--- config.mk ---
export PLATFORM = sky130hd
export DESIGN_NAME = adc_conv_sequencer
export DESIGN_NICKNAME = d
export VERILOG_FILES = /design/src/rtl/adc_seq_pkg.sv /design/src/rtl/adc_seq_regs.sv /design/src/rtl/adc_seq_clkdiv.sv /design/src/rtl/adc_seq_ctrl.sv /design/src/rtl/adc_conv_sequencer.sv
export SDC_FILE = /design/constraint.sdc
export NUM_CORES = 1
export LEC_CHECK = 0
export ABC_AREA = 1
export BUFFER_PORTS_ARGS = -buffer_cell sky130_fd_sc_hd__buf_4
export CAP_MARGIN = 20
export CORE_MARGIN = 2
export CORE_UTILIZATION = 58
export DETAILED_ROUTE_END_ITERATION = 10
export MAX_ROUTING_LAYER = met4
export PLACE_DENSITY = 0.89
export SYNTH_ARGS = -nofsm -noshare
export SYNTH_HDL_FRONTEND = slang
export SYNTH_HIERARCHICAL = 1
export SYNTH_SLANG_ARGS = --single-unit
--- constraint.sdc ---
create_clock -name clk -period 5.1 [get_ports clk]
set_input_delay 0.255 -clock clk [delete_from_list [all_inputs] [get_ports clk]]
set_output_delay 0.255 -clock clk [all_outputs]
set_load 0.05 [all_outputs]
--- src/rtl/adc_seq_pkg.sv ---
package adc_seq_pkg;

  localparam int REG_W = 8;

  typedef enum logic [1:0] {
    ADDR_RES_LO = 2'd0,
    ADDR_RES_HI = 2'd1,
    ADDR_CTRL   = 2'd2,
    ADDR_CSEL   = 2'd3
  } reg_addr_e;

  typedef enum logic [1:0] {
    ST_IDLE  = 2'd0,
    ST_ARMED = 2'd1,
    ST_CONV  = 2'd2
  } seq_state_e;

  localparam int CTRL_START_BIT = 7;
  localparam int CTRL_BUSY_BIT  = 6;
  localparam int CSEL_TEST_BIT  = 7;

endpackage

--- src/rtl/adc_seq_regs.sv ---
module adc_seq_regs
  import adc_seq_pkg::*;
#(
  parameter int NUM_CH = 5,
  parameter int RES_W  = 12
) (
  input  logic              clk,
  input  logic              rst,
  input  logic              wr_en,
  input  logic [1:0]        wr_addr,
  input  logic [REG_W-1:0]  wr_data,
  input  logic [1:0]        rd_addr,
  input  logic              busy,
  input  logic [RES_W-1:0]  result,
  output logic [REG_W-1:0]  rd_data,
  output logic [2:0]        chan_sel,
  output logic [NUM_CH-1:0] ana_en,
  output logic [1:0]        csel_code,
  output logic              start_rise,
  output logic              start_fall
);

  localparam int RES_PAD_W = 2 * REG_W;

  logic       ctrl_wr;
  logic       csel_wr;
  logic [2:0] pin_code_q;
  logic       start_q;
  logic       test_q;
  logic [RES_PAD_W-1:0] res_pad;

  assign ctrl_wr    = wr_en && (wr_addr == ADDR_CTRL);
  assign csel_wr    = wr_en && (wr_addr == ADDR_CSEL);
  assign start_rise = ctrl_wr &&  wr_data[CTRL_START_BIT] && !start_q;
  assign start_fall = ctrl_wr && !wr_data[CTRL_START_BIT] &&  start_q;
  assign res_pad    = RES_PAD_W'(result);

  always_ff @(posedge clk) begin
    if (rst) begin
      chan_sel   <= '0;
      pin_code_q <= '0;
      start_q    <= 1'b0;
    end else if (ctrl_wr) begin
      chan_sel   <= wr_data[2:0];
      pin_code_q <= wr_data[5:3];
      start_q    <= wr_data[CTRL_START_BIT];
    end
  end

  always_ff @(posedge clk) begin
    if (rst) begin
      csel_code <= '0;
      test_q    <= 1'b0;
    end else if (csel_wr) begin
      csel_code <= wr_data[1:0];
      test_q    <= wr_data[CSEL_TEST_BIT];
    end
  end

  // One flop per pin: pin i is analog when the written code exceeds i
  for (genvar i = 0; i < NUM_CH; i++) begin : g_pin
    always_ff @(posedge clk) begin
      if (rst)          ana_en[i] <= 1'b0;
      else if (ctrl_wr) ana_en[i] <= (32'(wr_data[5:3]) > i);
    end
  end

  always_ff @(posedge clk) begin
    if (rst) begin
      rd_data <= '0;
    end else begin
      case (rd_addr)
        ADDR_RES_LO: rd_data <= res_pad[REG_W-1:0];
        ADDR_RES_HI: rd_data <= res_pad[RES_PAD_W-1:REG_W];
        ADDR_CTRL:   rd_data <= {start_q, busy, pin_code_q, chan_sel};
        default:     rd_data <= {test_q, 5'b0, csel_code};
      endcase
    end
  end

  AST_ANA_CONTIGUOUS: assert property (@(posedge clk) disable iff (rst)
    ((ana_en + NUM_CH'(1)) & ana_en) == '0);
  AST_CSEL_UNUSED_ZERO: assert property (@(posedge clk) disable iff (rst)
    (rd_addr == ADDR_CSEL) |=> (rd_data[6:2] == 5'b0));

endmodule

--- src/rtl/adc_seq_clkdiv.sv ---
module adc_seq_clkdiv #(
  parameter int DIV0 = 2,
  parameter int DIV1 = 8,
  parameter int DIV2 = 32
) (
  input  logic       clk,
  input  logic       rst,
  input  logic       run,
  input  logic [1:0] code,
  output logic       tick
);

  localparam int DIV_MAX = (DIV2 > DIV1) ? ((DIV2 > DIV0) ? DIV2 : DIV0)
                                         : ((DIV1 > DIV0) ? DIV1 : DIV0);
  localparam int CNT_W   = (DIV_MAX > 1) ? $clog2(DIV_MAX) : 1;

  logic [CNT_W-1:0] cnt;
  logic [CNT_W-1:0] last;

  always_comb begin
    case (code)
      2'b00:   last = CNT_W'(DIV0 - 1);
      2'b01:   last = CNT_W'(DIV1 - 1);
      default: last = CNT_W'(DIV2 - 1);
    endcase
  end

  assign tick = run && (cnt >= last);

  always_ff @(posedge clk) begin
    if (rst || !run) cnt <= '0;
    else if (tick)   cnt <= '0;
    else             cnt <= cnt + CNT_W'(1);
  end

  AST_DIV_CNT_RANGE: assert property (@(posedge clk) disable iff (rst)
    32'(cnt) < DIV_MAX);
  AST_TICK_ONLY_RUN: assert property (@(posedge clk) disable iff (rst)
    !$past(run) |-> (cnt == '0));

endmodule

--- src/rtl/adc_seq_ctrl.sv ---
module adc_seq_ctrl
  import adc_seq_pkg::*;
#(
  parameter int NUM_CH  = 5,
  parameter int RES_W   = 12,
  parameter int PERIODS = 16
) (
  input  logic             clk,
  input  logic             rst,
  input  logic             start_rise,
  input  logic             start_fall,
  input  logic             tick,
  input  logic [2:0]       chan,
  input  logic [RES_W-1:0] core_result,
  input  logic             irq_en,
  output logic             busy,
  output logic             run,
  output logic             conv_clk_en,
  output logic             irq,
  output logic [RES_W-1:0] result
);

  localparam int PER_W = (PERIODS > 1) ? $clog2(PERIODS) : 1;

  seq_state_e       state;
  logic [PER_W-1:0] per_cnt;
  logic             last_period;

  assign busy        = (state != ST_IDLE);
  assign run         = (state == ST_CONV);
  assign last_period = (32'(per_cnt) == PERIODS - 1);

  always_ff @(posedge clk) begin
    if (rst) begin
      state       <= ST_IDLE;
      per_cnt     <= '0;
      conv_clk_en <= 1'b0;
      irq         <= 1'b0;
      result      <= '0;
    end else begin
      conv_clk_en <= tick;
      irq         <= 1'b0;
      if (start_rise) begin
        state   <= ST_ARMED;
        per_cnt <= '0;
      end else if (start_fall && state == ST_ARMED) begin
        state   <= ST_CONV;
        per_cnt <= '0;
      end else if (run && tick) begin
        if (last_period) begin
          state   <= ST_IDLE;
          per_cnt <= '0;
          result  <= (32'(chan) < NUM_CH) ? core_result : '0;
          irq     <= irq_en;
        end else begin
          per_cnt <= per_cnt + PER_W'(1);
        end
      end
    end
  end

  AST_IRQ_SINGLE: assert property (@(posedge clk) disable iff (rst)
    irq |=> !irq);
  AST_IRQ_AT_END: assert property (@(posedge clk) disable iff (rst)
    irq |-> ($past(busy) && !busy));
  AST_IRQ_MASKED: assert property (@(posedge clk) disable iff (rst)
    !$past(irq_en) |-> !irq);
  AST_RISE_SETS_BUSY: assert property (@(posedge clk) disable iff (rst)
    start_rise |=> busy);
  AST_CLKEN_IN_CONV: assert property (@(posedge clk) disable iff (rst)
    conv_clk_en |-> $past(state == ST_CONV));
  AST_ARMED_QUIET: assert property (@(posedge clk) disable iff (rst)
    (state == ST_ARMED) |=> (!conv_clk_en && !irq));

endmodule

--- src/rtl/adc_conv_sequencer.sv ---
module adc_conv_sequencer
  import adc_seq_pkg::*;
#(
  parameter int NUM_CH  = 5,
  parameter int RES_W   = 12,
  parameter int PERIODS = 16,
  parameter int DIV0    = 2,
  parameter int DIV1    = 8,
  parameter int DIV2    = 32
) (
  input  logic              clk,
  input  logic              rst,
  input  logic              wr_en,
  input  logic [1:0]        wr_addr,
  input  logic [7:0]        wr_data,
  input  logic [1:0]        rd_addr,
  output logic [7:0]        rd_data,
  input  logic              irq_en,
  input  logic [RES_W-1:0]  core_result,
  output logic [2:0]        chan_sel,
  output logic [NUM_CH-1:0] ana_en,
  output logic              conv_clk_en,
  output logic              irq
);

  logic             busy;
  logic             run;
  logic             tick;
  logic             start_rise;
  logic             start_fall;
  logic [1:0]       csel_code;
  logic [RES_W-1:0] result;

  adc_seq_regs #(
    .NUM_CH (NUM_CH),
    .RES_W  (RES_W)
  ) u_regs (
    .clk        (clk),
    .rst        (rst),
    .wr_en      (wr_en),
    .wr_addr    (wr_addr),
    .wr_data    (wr_data),
    .rd_addr    (rd_addr),
    .busy       (busy),
    .result     (result),
    .rd_data    (rd_data),
    .chan_sel   (chan_sel),
    .ana_en     (ana_en),
    .csel_code  (csel_code),
    .start_rise (start_rise),
    .start_fall (start_fall)
  );

  adc_seq_clkdiv #(
    .DIV0 (DIV0),
    .DIV1 (DIV1),
    .DIV2 (DIV2)
  ) u_div (
    .clk  (clk),
    .rst  (rst),
    .run  (run),
    .code (csel_code),
    .tick (tick)
  );

  adc_seq_ctrl #(
    .NUM_CH  (NUM_CH),
    .RES_W   (RES_W),
    .PERIODS (PERIODS)
  ) u_ctrl (
    .clk         (clk),
    .rst         (rst),
    .start_rise  (start_rise),
    .start_fall  (start_fall),
    .tick        (tick),
    .chan        (chan_sel),
    .core_result (core_result),
    .irq_en      (irq_en),
    .busy        (busy),
    .run         (run),
    .conv_clk_en (conv_clk_en),
    .irq         (irq),
    .result      (result)
  );

endmodule

# Yosys cells after proc, flatten, opt, wreduce, memory -nomap -nowiden

Cells that the tools add are included.

$add $sub $neg: 2
Reductions and logical operators: 27
Bitwise gates (word level): 4
Multiplexer cells: 8
Order comparisons: 7
Equality and inequality tests: 8

Operators with widths:

| cell                  | count |
|---|---|
| $pmux W8 S3           | 1 |
| $mux W12              | 1 |
| $pmux W5 S2           | 1 |
| $logic_and A1 B1 Y1   | 9 |
| $eq A2 B2 Y1 const B  | 4 |
| $eq A2 B1 Y1 const B  | 3 |
| $gt A3 B1 Y1 const B  | 2 |
| $gt A3 B2 Y1 const B  | 2 |
| $mux W2               | 3 |
| $reduce_bool A2 Y1    | 3 |
| $reduce_bool A3 Y1    | 2 |
| $add A5 B1 Y5 const B | 1 |
| $ge A5 B5 Y1          | 1 |
| $reduce_or A5 Y1      | 1 |
| $add A4 B1 Y4 const B | 1 |
| $eq A4 B4 Y1 const B  | 1 |
| $logic_not A2 Y1      | 2 |
| $mux W4               | 1 |
| $not A1 Y1            | 4 |
| $reduce_and A2 Y1     | 2 |
| $reduce_and A4 Y1     | 1 |
| $reduce_or A2 Y1      | 2 |
| $gt A3 B3 Y1 const B  | 1 |
| $logic_not A1 Y1      | 3 |
| 4 further kinds       | 4 |

Input port bits: 28
Output and inout bits: 18
Word-level logic and storage cells: 74
Register bits after elaboration: 48

# Logic depth before layout (Yosys ltp)

Word-level depth: 8
Gate-level depth with buffers: 13

# Cells and area by module

Netlist, hierarchy kept.

Modules (own cells, without submodules):

| module         | area an instance (um^2) | cells an instance | instances | sequential area each (um^2) |
|---|---|---|---|---|
| adc_seq_regs   | 963.4                   | 131               | 1         | 460.4 |
| adc_seq_ctrl   | 960.9                   | 140               | 1         | 400.4 |
| adc_seq_clkdiv | 282.8                   | 35                | 1         | 100.1 |

# Worst setup path before layout

Ideal clock, no wire load.

Path type: reg2reg
From: register u_regs.csel_code[1]
To: register u_ctrl.result[0]
Setup time: 112 ps
Period minus slack after synthesis: 1973 ps
Setup slack: 3127 ps
Path buffers: 1
Stages on the path, launching flop included: 13
Arrival time: 1861 ps
Cells stage by stage: dfxtp_1 > inv_1 > ha_1 > nand2_1 > nor2_1 > nand2_1 > a21oi_1 > nand3_4 > nor2_8 > nand2_4 > buf_6 > nor2_2 > nor2_2

Longest elaborated chain between the ends: 6

RTL lines:

| what                                                    | RTL line                 | RTL |
|---|---|---|
| start, declared                                         | adc_seq_regs.sv:18       | `output logic [1:0] csel_code,` |
| start signal, assigned                                  | adc_seq_regs.sv:55       | `csel_code <= wr_data[1:0];` |
| $eq A2 B1 Y1 / $logic_not A2 Y1 (equally long branches) | adc_seq_clkdiv.sv:21     | `case (code)` |
| $pmux W5 S2 (*)                                         | adc_seq_clkdiv.sv:21     |  |
| $ge A5 B5 Y1 (*)                                        | adc_seq_clkdiv.sv:28     | `assign tick = run && (cnt >= last);` |
| $logic_and A1 B1 Y1 (*)                                 | adc_seq_clkdiv.sv:28     |  |
| net tick                                                | adc_conv_sequencer.sv:28 | `logic tick;` |
| $logic_and A1 B1 Y1 (*)                                 | adc_seq_ctrl.sv:49       | `end else if (run && tick) begin` |
| $reduce_and A4 Y1 (no source line) (*)                  | -                        |  |
| end signal, assigned                                    | adc_seq_ctrl.sv:53       | `result <= (32'(chan) < NUM_CH) ? core_result : '0;` |
| end, declared                                           | adc_seq_ctrl.sv:20       | `output logic [RES_W-1:0] result` |

The timed path passes the listed nets; every way through them passes the cells marked *.
A chain may end at the register's enable or synchronous reset.

# Worst setup path in the final report

From: register u_regs.csel_code[1]
To: register u_ctrl.result[10]

Same word-level chain as after synthesis.

==> impl_metrics.py <==
metrics = {
    "placement": {
        "port_buffers": 44,
        "routabilityCongestion": 0.8161,
        "dp.cells": 392,
        "dpl.hpwl_microns": 3200,
    },
    "pwr": {
        "p_leak_uw": 0.001309,
        "ir_drop_v": 0.0001754,
        "powerDensity_nw_per_um2": 275.5,
    },
    "global_route": {
        "grt_util_all_layers_pct": 22.72,
        "grt_pass1_wl_microns": 7265,
        "grt_pass1_vias": 1756,
        "grt_max_degree": 18,
        "gr-total-overflow": 0,
        "antenna_found_initial": 0,
    },
    "synth": {
        "syn_avg_cell_area_sq_um": 7.213,
        "ys.flop_type": "dfxtp_1",
        "synth_area_leaders": "dfxtp_1, nand2_1, nor2_1, inv_1, a21oi_1",
        "syn-num-nets": 340,
        "ys_ff_latch": 48,
        "synth_enable_flop_cells": 0,
        "synth_top_area_share_pct": 43.54,
        "synthMostInstantiatedCell": "nand2_1",
        "synth_common_cells": "nand2_1, nor2_1, dfxtp_1, inv_1, a21oi_1",
        "syn_area_sq_um": 2207,
        "synth_top_area_cell": "dfxtp_1",
        "ys_seq_area_share_pct": 43.54,
        "synthArstFlopShare_pct": 0,
        "synthCells": 306,
        "synth_warnings": 6,
        "ys_types": 26,
    },
    "setup_path": {
        "cpPeakStageDelay_ps": 360,
        "crit_slowest_cell": "dfxtp_1",
        "r2r-start": "u_regs/csel_code[1]",
        "ff2ff_path_depth": 12,
        "r2r-end": "u_ctrl/result[10]",
        "cp_max_fo": 17,
        "path_depth": 12,
        "required_ps": 5340,
        "r2r_slack_ps": 2890,
        "critPathBufInv": 1,
        "cp-startpoint": "u_regs/csel_code[1]",
        "critPathKind": "reg -> reg",
        "path_common_cell": "nand2_1",
        "end_kind": "flop",
        "crit_chain": "inv_1, ha_1, nand2_1, nor2_1, nand2_1, a21oi_1, nand3_4, nor2_8, nand2_4, nand2_1, nand2_1, nor2_1",
        "crit_family": "simple AND/OR/NAND/NOR gates",
        "cp-start-kind": "flop",
        "crit_arrival_ps": 2450,
    },
    "finish": {
        "utilization_pct": 72.52,
        "diodes": 0,
        "fin_nets": 385,
        "fin_cells": 400,
        "fillers": 297,
        "drive_above_1_share_pct": 19.89,
        "syn2layout_area_growth_pct": 20.29,
    },
    "die": {
        "die_h_microns": 65.69,
        "core_region_area_sq_um": 3661,
        "io_pins": 46,
        "initial_core_util_pct": 60.29,
        "die_w_microns": 65.69,
        "row_count": 22,
        "fp.dieArea_sq_um": 4315,
    },
    "sta": {
        "tns_ps": 0,
        "fmax_ghz": 0.4526,
        "min_period_over_period_pct": 43.32,
        "tightest_slew_ps": 472.1,
        "hold_viol": 0,
        "hold-worst-slack_ps": 176.6,
        "rsz0062_at_grt": "no",
        "fin_crit_ps": 2210,
        "relSlewSlack_pct": 68.49,
        "setup_violations": 0,
        "fin_skew_ps": 3.626,
        "drv_slew": 0,
    },
    "hold_path": {
        "min_delay_path_depth": 3,
        "hold_start": "wr_data[2]",
        "hold_path.class": "in -> reg",
        "min_to": "u_regs/chan_sel[2]",
    },
    "clock_tree": {
        "cts_made_buffers": 5,
        "path_clk_slew_ps": 80,
        "cts.path.max_buffers": 2,
        "clock_latency_ps": 300,
        "cts.repair.resized": 0,
        "cts_tree": "built",
        "cts.sinks": 48,
        "root_buffer": "clkbuf_8",
        "ctsHoldBuffers": 0,
        "cts.htree.levels": 2,
        "post-cts-setup-buffers": 0,
    },
    "routing": {
        "drt_iter0_drc": 191,
        "route.detailed.drc": 0,
        "dr_total_vias": 1966,
        "totalWireLength_microns": 4326,
        "antenna_left": 0,
        "wl_per_cell_microns": 10.82,
        "drtPass1Iterations": 5,
        "vias_per_cell": 4.915,
    },
    "flow_run": {
        "max-cap-violations": 0,
    },
    "outcome": {
        "status": "completed",
    },
}
==> layout make-up <==
cell class | count | area, sq um | area share, %
Timing Repair Buffer | 44 | 330.3 | 12.44
Sequential cell | 48 | 960.9 | 36.19
Inverter | 40 | 150.1 | 5.655
Clock buffer | 5 | 68.82 | 2.592
Clock inverter | 3 | 42.54 | 1.602
Tap cell | 48 | 60.06 | 2.262
Multi-Input combinational cell | 212 | 1042 | 39.26
==> worst min-delay path, cell delays in order <==
cell	delay, ps
buf_4	80
nor2_1	30
nor2_1	80
==> cells by family (layout without fill, tap and decap cells) <==
logic type	after synthesis	count (layout)	share of synthesized area, %
xor gates and xnor gates	5	5	1.984
and+or+nand+nor	164	164	33.22
buffers and inverters	46	92	9.240
AOI/OAI and AO/OA	37	37	8.617
DFF	48	48	43.54
adders and majority gates	6	6	3.401
==> state kept, by name, summed over array words and instances (netlist names) <==
name	cells
u_ctrl/result	12
u_regs/start_q	1
u_regs/test_q	1
u_regs/chan_sel	3
u_regs/rd_data	8
u_regs/pin_code_q	3
u_ctrl/per_cnt	4
u_regs/ana_en	5
u_regs/csel_code	2
u_ctrl/state	2
u_div/cnt	5
u_ctrl/irq	1
u_ctrl/conv_clk_en	1
==> per-layer routing <==
layer  track usage [%]  up-vias  part of all wire (%)  wire [microns]
li1                  -     1034                     -               -
met1             25.33      866                    43            1846
met2             37.88       60                    50            2145
met3             5.308        6                   6.4             279
met4             11.72        0                   1.3              55
met5                 -        -                     0               0
==> metrics by stage <==
step	power [uW]	setup slack, ps	cell area (sq um)
after floorplan	439.9	3127	2207
after global placement	468.4	2946	2544
after detailed placement	470.3	2931	2544
after CTS	738.0	2892	2655
after global routing	760.5	2599	2655
final	731.3	2890	2655
==> how the worst max path moves through the flow <==
stage	endpoint	slack, ps
2_1_floorplan	u_ctrl/result[0]	3130
3_3_place_gp	u_ctrl/result[7]	2950
3_5_place_dp	u_ctrl/result[10]	2930
4_1_cts	u_ctrl/result[10]	2890
5_1_grt	u_ctrl/result[10]	2600
6_report	u_ctrl/result[10]	2890
==> layout by cell type, fill, tap and decap left out <==
| cell type | instances |
|---|---|
| nor2_1 | 61 |
| nand3_4 | 1 |
| nand2_4 | 1 |
| nor2_8 | 1 |
| o22ai_1 | 1 |
| ha_1 | 6 |
| clkbuf_8 | 5 |
| nand2_2 | 2 |
| o21ai_0 | 14 |
| xnor2_1 | 1 |
| buf_4 | 44 |
| clkinvlp_4 | 1 |
| nand3_1 | 18 |
| a21oi_2 | 1 |
| nand3b_2 | 1 |
| bufinv_16 | 1 |
| xor2_1 | 4 |
| nand2_1 | 69 |
| clkinv_2 | 1 |
| inv_1 | 38 |
| dfxtp_1 | 48 |
| inv_2 | 2 |
| a21oi_1 | 20 |
| nor2_4 | 2 |
| nor3_1 | 1 |
| nor2_2 | 4 |
| o21ai_1 | 1 |
| nand3_2 | 3 |
==> where the power goes <==
part           total [uW]  internal (uW)  switching, uW
logic                76.2           29.4           46.8
clock network         269            145            124
registers             386            381           4.40
Note: power is estimated with default switching activity, not from simulation.
